`src/rtl/tmr_tick_pkg.sv`:
```
package tmr_tick_pkg;

    typedef enum logic [1:0] {
        PS_DIV_A = 2'b00,
        PS_DIV_B = 2'b01,
        PS_DIV_C = 2'b10,
        PS_EXT   = 2'b11
    } presc_sel_e;

    typedef struct packed {
        logic       t2h_sys;
        logic       t2l_sys;
        logic       t1_sys;
        logic       t0_sys;
        presc_sel_e presc;
    } ctrl_t;

    localparam int CTRL_W = $bits(ctrl_t);
    localparam int REG_W  = 8;

endpackage

```
`src/rtl/tmr_ext_sync.sv`:
```
module tmr_ext_sync #(
    parameter int SYNC_STAGES = 2
) (
    input  logic clk,
    input  logic rst_n,
    input  logic pin_i,
    output logic rise_o
);
    localparam int CHAIN_W = SYNC_STAGES + 1;

    typedef struct packed {
        logic [CHAIN_W-1:0] chain;
    } st_t;

    st_t st_d, st_q;

    always_comb begin
        st_d = st_q;
        st_d.chain = {st_q.chain[CHAIN_W-2:0], pin_i};
    end

    always_ff @(posedge clk or negedge rst_n) begin
        if (!rst_n) st_q <= '0;
        else        st_q <= st_d;
    end

    assign rise_o = st_q.chain[CHAIN_W-2] & ~st_q.chain[CHAIN_W-1];

    assert_edge_single_R4: assert property (@(posedge clk) disable iff (!rst_n)
        rise_o |=> !rise_o);

endmodule

```
`src/rtl/tmr_presc_div.sv`:
```
module tmr_presc_div
    import tmr_tick_pkg::*;
#(
    parameter int DIV_A   = 12,
    parameter int DIV_B   = 4,
    parameter int DIV_C   = 48,
    parameter int EXT_DIV = 8
) (
    input  logic       clk,
    input  logic       rst_n,
    input  logic       clr_i,
    input  presc_sel_e sel_i,
    input  logic       ext_rise_i,
    output logic       tick_o
);
    localparam int MAX_AB = (DIV_A > DIV_B) ? DIV_A : DIV_B;
    localparam int MAX_CE = (DIV_C > EXT_DIV) ? DIV_C : EXT_DIV;
    localparam int MAX_D  = (MAX_AB > MAX_CE) ? MAX_AB : MAX_CE;
    localparam int CNT_W  = $clog2(MAX_D + 1);

    localparam logic [CNT_W-1:0] LIM_A = CNT_W'(DIV_A - 1);
    localparam logic [CNT_W-1:0] LIM_B = CNT_W'(DIV_B - 1);
    localparam logic [CNT_W-1:0] LIM_C = CNT_W'(DIV_C - 1);
    localparam logic [CNT_W-1:0] LIM_E = CNT_W'(EXT_DIV - 1);

    typedef struct packed {
        logic [CNT_W-1:0] cnt;
        logic             tick;
    } st_t;

    st_t st_d, st_q;
    logic [CNT_W-1:0] lim;
    logic             step;

    always_comb begin
        unique case (sel_i)
            PS_DIV_A: lim = LIM_A;
            PS_DIV_B: lim = LIM_B;
            PS_DIV_C: lim = LIM_C;
            default:  lim = LIM_E;
        endcase
        step = (sel_i == PS_EXT) ? ext_rise_i : 1'b1;

        st_d      = st_q;
        st_d.tick = 1'b0;
        if (clr_i) begin
            st_d.cnt = '0;
        end else if (step) begin
            if (st_q.cnt >= lim) begin
                st_d.cnt  = '0;
                st_d.tick = 1'b1;
            end else begin
                st_d.cnt = st_q.cnt + 1'b1;
            end
        end
    end

    always_ff @(posedge clk or negedge rst_n) begin
        if (!rst_n) st_q <= '0;
        else        st_q <= st_d;
    end

    assign tick_o = st_q.tick;

    assert_tick_pulse_R9: assert property (@(posedge clk) disable iff (!rst_n)
        tick_o |=> !tick_o);

    assert_restart_quiet_R5: assert property (@(posedge clk) disable iff (!rst_n)
        clr_i |=> !tick_o);

    assert_ext_needs_edge_R4: assert property (@(posedge clk) disable iff (!rst_n)
        (sel_i == PS_EXT && !ext_rise_i) |=> !tick_o);

endmodule

```
`src/rtl/tmr_en_mux.sv`:
```
module tmr_en_mux
    import tmr_tick_pkg::*;
(
    input  ctrl_t ctrl_i,
    input  logic  t0_ct_i,
    input  logic  t1_ct_i,
    input  logic  split_i,
    input  logic  presc_tick_i,
    input  logic  t2_tick_i,
    output logic  t0_en_o,
    output logic  t1_en_o,
    output logic  t2l_en_o,
    output logic  t2h_en_o
);
    logic t2h_split;

    always_comb begin
        t0_en_o   = !t0_ct_i && (ctrl_i.t0_sys || presc_tick_i);
        t1_en_o   = !t1_ct_i && (ctrl_i.t1_sys || presc_tick_i);
        t2l_en_o  = ctrl_i.t2l_sys || t2_tick_i;
        t2h_split = ctrl_i.t2h_sys || t2_tick_i;
        t2h_en_o  = split_i ? t2h_split : t2l_en_o;
    end

endmodule

```
`src/rtl/tmr_tick_gen.sv`:
```
module tmr_tick_gen
    import tmr_tick_pkg::*;
#(
    parameter int DIV_A       = 12,
    parameter int DIV_B       = 4,
    parameter int DIV_C       = 48,
    parameter int EXT_DIV     = 8,
    parameter int SYNC_STAGES = 2
) (
    input  logic             clk,
    input  logic             rst_n,
    input  logic             wr_en,
    input  logic [REG_W-1:0] wr_data,
    output logic [REG_W-1:0] rd_data,
    input  logic             ext_clk_in,
    input  logic             t0_ct_sel,
    input  logic             t1_ct_sel,
    input  logic             t2_alt_sel,
    input  logic             t2_split,
    output logic             t0_en,
    output logic             t1_en,
    output logic             t2l_en,
    output logic             t2h_en
);
    localparam int N_DIV  = 2;
    localparam int RSVD_W = REG_W - CTRL_W;

    typedef struct packed {
        ctrl_t ctrl;
    } st_t;

    st_t st_d, st_q;

    always_comb begin
        st_d = st_q;
        if (wr_en) st_d.ctrl = ctrl_t'(wr_data[CTRL_W-1:0]);
    end

    always_ff @(posedge clk or negedge rst_n) begin
        if (!rst_n) st_q <= '0;
        else        st_q <= st_d;
    end

    assign rd_data = {{RSVD_W{1'b0}}, st_q.ctrl};

    logic ext_rise;

    tmr_ext_sync #(.SYNC_STAGES(SYNC_STAGES)) u_sync (
        .clk    (clk),
        .rst_n  (rst_n),
        .pin_i  (ext_clk_in),
        .rise_o (ext_rise)
    );

    presc_sel_e      div_sel [N_DIV];
    logic [N_DIV-1:0] div_clr;
    logic [N_DIV-1:0] div_tick;

    assign div_sel[0] = st_q.ctrl.presc;
    assign div_clr[0] = wr_en;
    assign div_sel[1] = t2_alt_sel ? PS_EXT : PS_DIV_A;
    assign div_clr[1] = 1'b0;

    for (genvar g = 0; g < N_DIV; g++) begin : g_div
        tmr_presc_div #(
            .DIV_A   (DIV_A),
            .DIV_B   (DIV_B),
            .DIV_C   (DIV_C),
            .EXT_DIV (EXT_DIV)
        ) u_div (
            .clk        (clk),
            .rst_n      (rst_n),
            .clr_i      (div_clr[g]),
            .sel_i      (div_sel[g]),
            .ext_rise_i (ext_rise),
            .tick_o     (div_tick[g])
        );
    end

    tmr_en_mux u_mux (
        .ctrl_i       (st_q.ctrl),
        .t0_ct_i      (t0_ct_sel),
        .t1_ct_i      (t1_ct_sel),
        .split_i      (t2_split),
        .presc_tick_i (div_tick[0]),
        .t2_tick_i    (div_tick[1]),
        .t0_en_o      (t0_en),
        .t1_en_o      (t1_en),
        .t2l_en_o     (t2l_en),
        .t2h_en_o     (t2h_en)
    );

    assert_wr_store_R2: assert property (@(posedge clk) disable iff (!rst_n)
        wr_en |=> rd_data == {{RSVD_W{1'b0}}, $past(wr_data[CTRL_W-1:0])});

    assert_ct_blocks_t0_R6: assert property (@(posedge clk) disable iff (!rst_n)
        t0_ct_sel |-> !t0_en);

    assert_ct_blocks_t1_R6: assert property (@(posedge clk) disable iff (!rst_n)
        t1_ct_sel |-> !t1_en);

    assert_high_follows_low_R8: assert property (@(posedge clk) disable iff (!rst_n)
        !t2_split |-> (t2h_en == t2l_en));

    assert_t2_bypass_R7: assert property (@(posedge clk) disable iff (!rst_n)
        rd_data[4] |-> t2l_en);

endmodule

```
`config.mk`:
```
export PLATFORM = sky130hd
export DESIGN_NAME = tmr_tick_gen
export DESIGN_NICKNAME = d
export VERILOG_FILES = /design/src/rtl/tmr_tick_pkg.sv /design/src/rtl/tmr_ext_sync.sv /design/src/rtl/tmr_presc_div.sv /design/src/rtl/tmr_en_mux.sv /design/src/rtl/tmr_tick_gen.sv
export SDC_FILE = /design/constraint.sdc
export NUM_CORES = 1
export LEC_CHECK = 0
export ABC_AREA = 1
export CORE_ASPECT_RATIO = 1.4
export CORE_UTILIZATION = 48
export DETAILED_ROUTE_END_ITERATION = 6
export PLACE_DENSITY = 0.78
export SYNTH_ARGS = -nofsm -noshare
export SYNTH_HDL_FRONTEND = slang
export SYNTH_SLANG_ARGS = --single-unit
```
`constraint.sdc`:
```
create_clock -name clk -period 1.7 [get_ports clk]
set_input_delay 0.34 -clock clk [delete_from_list [all_inputs] [get_ports clk]]
set_output_delay 0.34 -clock clk [all_outputs]
set_load 0.1 [all_outputs]
```
Yosys cells after proc, flatten, opt, wreduce, memory -nomap -nowiden
Index checks and enable logic that the tools add are counted.
- flip-flop bits (word level): 23
- output and inout port bits: 12
- $add $sub $neg: 2
- order comparisons: 2
- equality and inequality tests: 6
- muxes and demuxes: 14
- bitwise logic cells: 2
- reductions and logical operators: 11
- operator list (operator ; number):
    $pmux W6 S3 ; 2
    $mux W6 ; 3
    $add A6 B1 Y6 const B ; 2
    $ge A6 B6 Y1 ; 2
    $eq A2 B2 Y1 const B ; 4
    $mux W1 ; 7
    $mux W7 ; 1
    $eq A2 B1 Y1 const B ; 2
    $logic_not A2 Y1 ; 2
    $logic_or A1 B1 Y1 ; 4
    $logic_and A1 B1 Y1 ; 2
    $logic_not A1 Y1 ; 2
    $mux W2 ; 1
    $reduce_bool A2 Y1 ; 1
    $and A1 B1 Y1 ; 1
    $not A1 Y1 ; 1

Logic depth before layout (Yosys ltp)
Gate-level depths: netlist (run 1).
- word-level depth: 6
- depth in mapped cells: 10
- depth with buffers taken out: 10

Hierarchy
A second synthesis (run 1) with hierarchy kept.
- cell total of the unflattened synthesis: 153
- area, all modules: 1325.0 µm²
- modules (own cells, without submodules) (module ; instances ; cells each ; area an instance (µm²) ; sequential area each (µm²)):
    tmr_presc_div ; 2 ; 55 ; 479.2 ; 175.2
    tmr_tick_gen ; 1 ; 28 ; 240.2 ; 150.1
    tmr_ext_sync ; 1 ; 5 ; 85.1 ; 75.1
    tmr_en_mux ; 1 ; 10 ; 41.3 ; 0.0

Worst setup path after synthesis (run 1)
Ideal clock, no wire load.
- path type: reg-to-output
- start point: register st_q (netlist bit rd_data[4])
- end point: output t2h_en
- arrival time: 3177 ps
- data required time: 1360 ps
- slack: -1817 ps
- cell stages (with the launch flop): 3
- buffers on the path: 0
- cells stage by stage: dfrtp_1 > inv_1 > o21ai_0
- word-level cells in the longest chain between the ends: 2
- ends and longest elaborated chain (what ; RTL line ; source):
    start: declaration ; tmr_tick_gen.sv:32 ; st_t st_d, st_q;
    start signal: assignment ; tmr_tick_gen.sv:41 ; else st_q <= st_d;
    $logic_or A1 B1 Y1 ; tmr_en_mux.sv:20 ; t2l_en_o = ctrl_i.t2l_sys || t2_tick_i;
    $mux W1 ; tmr_en_mux.sv:22 ; t2h_en_o = split_i ? t2h_split : t2l_en_o;
    end: declaration ; tmr_tick_gen.sv:23 ; output logic t2h_en
No other way between the ends.

Final worst setup path (run 1)
- start point: input t2_split
- end point: output t2h_en
- word-level cells in the longest chain between the ends: 1
- ends and longest elaborated chain (what ; RTL line ; source):
    start: declaration ; tmr_tick_gen.sv:19 ; input logic t2_split,
    $mux W1 ; tmr_en_mux.sv:22 ;
No other way between the ends.

==> results.yml, run 1 <==
status:
  status: "finished, violations left"
  violations: "design-rule violations"
floorplanning:
  die_w_microns: 43.9
  fp.dieH_microns: 60.6
  core-area_sq_um: 2250
  ioPinCount: 28
  die_area_sq_um: 2660
  row_count: 20
  start_util: 0.523
critical_path:
  cp.arrival_ps: 1320
  path_buf_inv: 2
  critical_path.top_delay_family: "buffers and inverters"
  slowest_delay_ps: 430
  critPathCaptureType: "primary output"
  critical_path.max_fanout: 2
  required_ps: 1360
  cp_slowest_cell: "clkdlybuf4s50_1"
  startpoint_type: "input port"
  worstPathCellList: "clkdlybuf4s50_1 > a21oi_1 > o21ai_4 > buf_12"
  regToRegSetupSlack_ps: 180
  crit_type: "input port to primary output"
sta:
  fmax_mhz: 603
  rsz0062_at_grt: "false"
  postLayoutSetupSlackWorst_ps: 41.3
  period_share: 0.976
  hold_viol_final: 0
  post-route-min-period_ps: 1660
  slew_violations: 0
  hold_ws_ps: 358
  finalSetupViolCount: 0
  fin_skew_ps: 5.74
pwr:
  total_leakage_power_nw: 0.837
  power_density_nw_per_um2: 1070
  ir_drop_mv: 0.831
clocking:
  cts_buffers: 3
  clockBufferDepth: 2
  htreeDepth: 1
  insertion_delay_ps: 310
  cts-root-buf: "clkbuf_4"
  path_clk_slew_ps: 130
  cts_tree: "built"
  clkSinkCount: 23
  ctsHoldBuffers: 0
finish:
  fin_nets: 199
  area_delta_synth_final_pct: 38.8
  n_antenna_cell: 0
  drive_gt1_frac: 0.200
placement:
  dp_hpwl_microns: 1760
  gp_congestion: 0.764
  dpl_worst_slack_ps: -146
  io_buffers: 23
detailed_routing:
  routed_via_density: 4.90
  drtIter0Drc: 16
  route.detailed.drc: 4
  wl_microns: 2280
  first_pass_iters: 6
  ant_nets: 0
  drt-wirelength-per-cell_microns: 11.6
  num_vias: 965
worst_hold_path:
  hold_class: "input port to asynchronous set/reset pin"
logic_synthesis:
  yosysWarnings: 0
  syn-cell-area_sq_um: 1180
  synthDistinctLibCells: 21
  synthCells: 145
  ys_seq_area_frac: 0.489
  ys_seq_elements: 23
  syn_area_per_cell_sq_um: 8.12
grt:
  grt_pass1_wl_microns: 3960
  grt_pass1_vias: 969
  grt_max_degree: 24
  antenna_found_initial: 0
  grt_overflow_total: 0
  grt_usage: 0.203
run:
  drv_cap: 0
## layer usage
layer / track usage / wire length (microns)
met1: 0.250 / 1020
met2: 0.339 / 1070
met3: 0.0208 / 99
met4: 0.134 / 87
met5: 0 / 0
## registers in the layout, summed over array words and instances, names as in the netlist
signal / flops
g_div.u_div.st_q: 12
rd_data: 6
g_div.u_div.tick_o: 2
u_sync.st_q: 3
## cells by family after synthesis
logic type                 Yosys count  share of synthesized area
AOI/OAI and AO/OA                   15                     0.0648
xor gates and xnor gates             4                     0.0298
adders and majority gates            7                     0.0744
buffers and inverters               25                     0.0861
DFF                                 23                      0.489
other                                1                    0.00319
and+or+nand+nor                     70                      0.253
## power breakdown
part           total (mW)  switching [mW]  internal, mW
clock network       0.257           0.169        0.0879
logic               0.771           0.486         0.285
registers           0.718          0.0802         0.638
## synth_stat cells (all sizes together)
cell type   n  area [sq um]
nor3        1          5.00
buf         2          15.0
inv        22          82.6
a21oi       7          35.0
clkbuf      1          3.75
nor2       12          57.6
nand4       1          6.26
nand3       5          30.0
nand2      50           193
dfrtp      23           576
xor2        2          17.5
a31oi       1          6.26
ha          7          87.6
conb        1          3.75
xnor2       2          17.5
or2         1          6.26
o21ai       7          35.0
## placed cells by master (no fill, tap or decap), types with 3 or more instances in the layout
master | synthesis | layout
o21ai_0 | 7 | 6
dfrtp_2 | 0 | 3
inv_1 | 22 | 22
nand3_1 | 4 | 4
buf_4 | 2 | 5
nand2_1 | 48 | 48
ha_1 | 7 | 7
nor2_1 | 9 | 9
dfrtp_1 | 23 | 18
clkbuf_4 | 0 | 3
a21oi_1 | 7 | 4
clkdlybuf4s50_1 | 0 | 13
buf_12 | 0 | 10
## final timing paths
kind,from,endpoint,cells after the start
min in group clk,u_sync.st_q[0]$_DFF_PN0_,u_sync.st_q[1]$_DFF_PN0_,0
worst min-delay path,rst_n,g_div[0].u_div.tick_o$_DFF_PN0_,2
worst min register to register,u_sync.st_q[0]$_DFF_PN0_,u_sync.st_q[1]$_DFF_PN0_,0
worst max register to register,rd_data[0]$_DFFE_PN0P_,g_div[0].u_div.st_q[6]$_DFFE_PN0P_,8
worst max-delay path,t2_split,t2h_en,4
max in group asynchronous,rst_n,rd_data[2]$_DFFE_PN0P_,2
## stage by stage
step / instance area, sq um / instances / total power [mW] / util / setup TNS, ps
after CTS: 1630 / 197 / 1.75 / 0.724 / 0
after global placement: 1600 / 193 / 1.47 / 0.712 / -222
after floorplan: 1230 / 146 / 1.22 / - / -101
after global routing: 1630 / 197 / 1.86 / 0.726 / 0
after detailed placement: 1600 / 193 / 1.49 / 0.712 / -542
final: 1630 / 197 / 1.75 / 0.726 / 0
## final cells by class
cell class | count | area [sq um]
Clock buffer | 3 | 22.5
Clock inverter | 1 | 5.00
Fill cell | 173 | 618
Inverter | 22 | 82.6
Multi-Input combinational cell | 98 | 542
Sequential cell | 23 | 587
Tap cell | 22 | 27.5
Timing Repair Buffer | 28 | 368
## repair_timing
item / 4_1_cts / 5_1_grt
buffers inserted: 0 / 0
resized for setup: 0 / 1
endpoints found under the setup margin: 0 / 2
No activity file was read; power rests on OpenSTA's default activity.
==> run 2: changes to the inputs <==
==> constraint.sdc (replaced) <==
create_clock -name clk -period 1.7 [get_ports clk]
set_input_delay 0.255 -clock clk [delete_from_list [all_inputs] [get_ports clk]]
set_output_delay 0.255 -clock clk [all_outputs]
set_load 0.1 [all_outputs]
==> run 2 against run 1 <==
Compared with the run above:
- the flow still finishes with violations (design-rule violations)
- total power decreased by 1.6%
- global-route usage increased by 0.075 points
- setup slack improved by 110 ps
- routed wire length about the same
- sequential share of layout area about the same
- count of clock-buffer cells in the layout increased by 1
- via count increased by 3.1%
- hold slack got worse by 51 ps
- sequential cell count unchanged
- final cell count decreased by 0.51%
- first-iteration DRC count increased by 100%
- critical endpoint is now g_div[0].u_div.st_q[3]$_DFFE_PN0P_
- largest cell class unchanged
- largest power group unchanged
==> results.yml, run 2 (synthesized netlist as in run 1, its figures left out) <==
critical_path:
  cp.arrival_ps: 1790
  startpoint_type: "flop"
  required_ps: 1940
  crit_type: "flop to flop"
  critPathCaptureType: "flop"
  critical_path.max_fanout: 6
placement:
  gp_congestion: 0.804
  io_buffers: 23
  dpl_worst_slack_ps: -68.7
  dp_hpwl_microns: 1760
clocking:
  cts-root-buf: "clkbuf_4"
  insertion_delay_ps: 290
  clockBufferDepth: 2
  cts_tree: "built"
  path_clk_slew_ps: 120
  cts_buffers: 3
  clkSinkCount: 23
  htreeDepth: 1
  ctsHoldBuffers: 0
finish:
  ff_latch_area_sq_um: 582
  final_cell_mix: "48 x nand2_1, 22 x inv_1, 18 x dfrtp_1"
  largest_reg_flops: 12
  mostFrequentLayoutCell: "nand2_1"
  drive_gt1_frac: 0.190
  fill_cells: 159
  multi_input_area_sq_um: 542
  top_register: "g_div.u_div.st_q"
  n_antenna_cell: 0
  area_delta_synth_final_pct: 37.6
  fin_nets: 198
sta:
  postLayoutSetupSlackWorst_ps: 154
  finalSetupViolCount: 0
  post-route-min-period_ps: 1550
  hold_viol_final: 0
  rsz0062_at_grt: "false"
  slew_violations: 0
  fin_skew_ps: 0.979
  fin_setup_tns_ps: 0
  period_share: 0.910
  fmax_mhz: 647
status:
  violations: "design-rule violations"
  status: "finished, violations left"
detailed_routing:
  drt-wirelength-per-cell_microns: 11.6
  highest_layer: "met4"
  drtIter0Drc: 32
  wl_microns: 2280
  num_vias: 995
  wl_met1_microns: 896
  ant_nets: 0
  wl_met2_microns: 1220
  first_pass_iters: 6
  routed_via_density: 5.08
  route.detailed.drc: 6
  dr_wl_met3_microns: 143
floorplanning:
  die_w_microns: 43.9
  ioPinCount: 28
  core-area_sq_um: 2250
  row_count: 20
  fp.dieH_microns: 60.6
  start_util: 0.523
  die_area_sq_um: 2660
grt:
  antenna_found_initial: 0
  grt_pass1_vias: 1025
  grt_overflow_total: 0
  grt_usage: 0.204
  grt_max_degree: 24
  grt_pass1_wl_microns: 4090
run:
  drv_cap: 0
worst_hold_path:
  hold_class: "input port to asynchronous set/reset pin"
pwr:
  ir_drop_mv: 0.874
  power_density_nw_per_um2: 1060
  total_leakage_power_nw: 0.830
  p_total_mw: 1.72
-- run 2: repair_timing --
action,in CTS,in global routing
setup endpoints to repair,0,6
buffers inserted,0,1
gates resized for setup,0,1
-- run 2: metal layers --
metal | vias up | track usage
met1 | 461 | 0.221
met2 | 30 | 0.403
met5 | - | 0
met3 | 2 | 0.0268
met4 | 0 | 0.0649
li1 | 502 | -
-- run 2: power breakdown --
| group | total (mW) | internal, mW | switching (mW) | leakage [nW] |
|---|---|---|---|---|
| clock network | 0.242 | 0.0911 | 0.151 | 0.0150 |
| registers | 0.719 | 0.636 | 0.0830 | 0.290 |
| logic | 0.756 | 0.280 | 0.476 | 0.525 |
| total | 1.72 | 1.01 | 0.710 | 0.830 |
-- run 2: cell type report --
type,instances,area share
multi-input cells,98,0.334
well taps,22,0.0170
clock buffers,4,0.0162
flip-flops and latches,23,0.359
repair buffers,27,0.222
inverters,22,0.0510
-- run 2: final timing paths --
| path | from | to | slack [ps] | cells past startpoint |
|---|---|---|---|---|
| min in group clk | u_sync.st_q[0]$_DFF_PN0_ | u_sync.st_q[1]$_DFF_PN0_ | 370 | 0 |
| min reg2reg | u_sync.st_q[0]$_DFF_PN0_ | u_sync.st_q[1]$_DFF_PN0_ | 370 | 0 |
| max in group asynchronous | rst_n | rd_data[4]$_DFFE_PN0P_ | 1140 | 2 |
| max | rd_data[0]$_DFFE_PN0P_ | g_div[0].u_div.st_q[3]$_DFFE_PN0P_ | 150 | 10 |
| max reg2reg | rd_data[0]$_DFFE_PN0P_ | g_div[0].u_div.st_q[3]$_DFFE_PN0P_ | 150 | 10 |
| min | rst_n | g_div[0].u_div.st_q[1]$_DFFE_PN0P_ | 310 | 2 |
-- run 2: per-stage QoR --
stage	area [sq um]	hold slack [ps]	std cells	util
floorplan	1220	-40.6	146	-
global placement	1580	336	191	0.703
detailed placement	1580	343	191	0.703
CTS	1610	318	195	0.714
global route	1620	323	196	0.719
finish	1620	307	196	0.719
-- run 2: worst max-delay path, cell delays in order (launching register included) --
cell and delay (ps):
dfrtp_2 450, inv_1 70, nand2_1 60, ha_1 310, inv_1 80, nor2_2 40, nand2_1 100, nand3_2 80
nor2_4 150, nand2_1 80, nand2_1 70
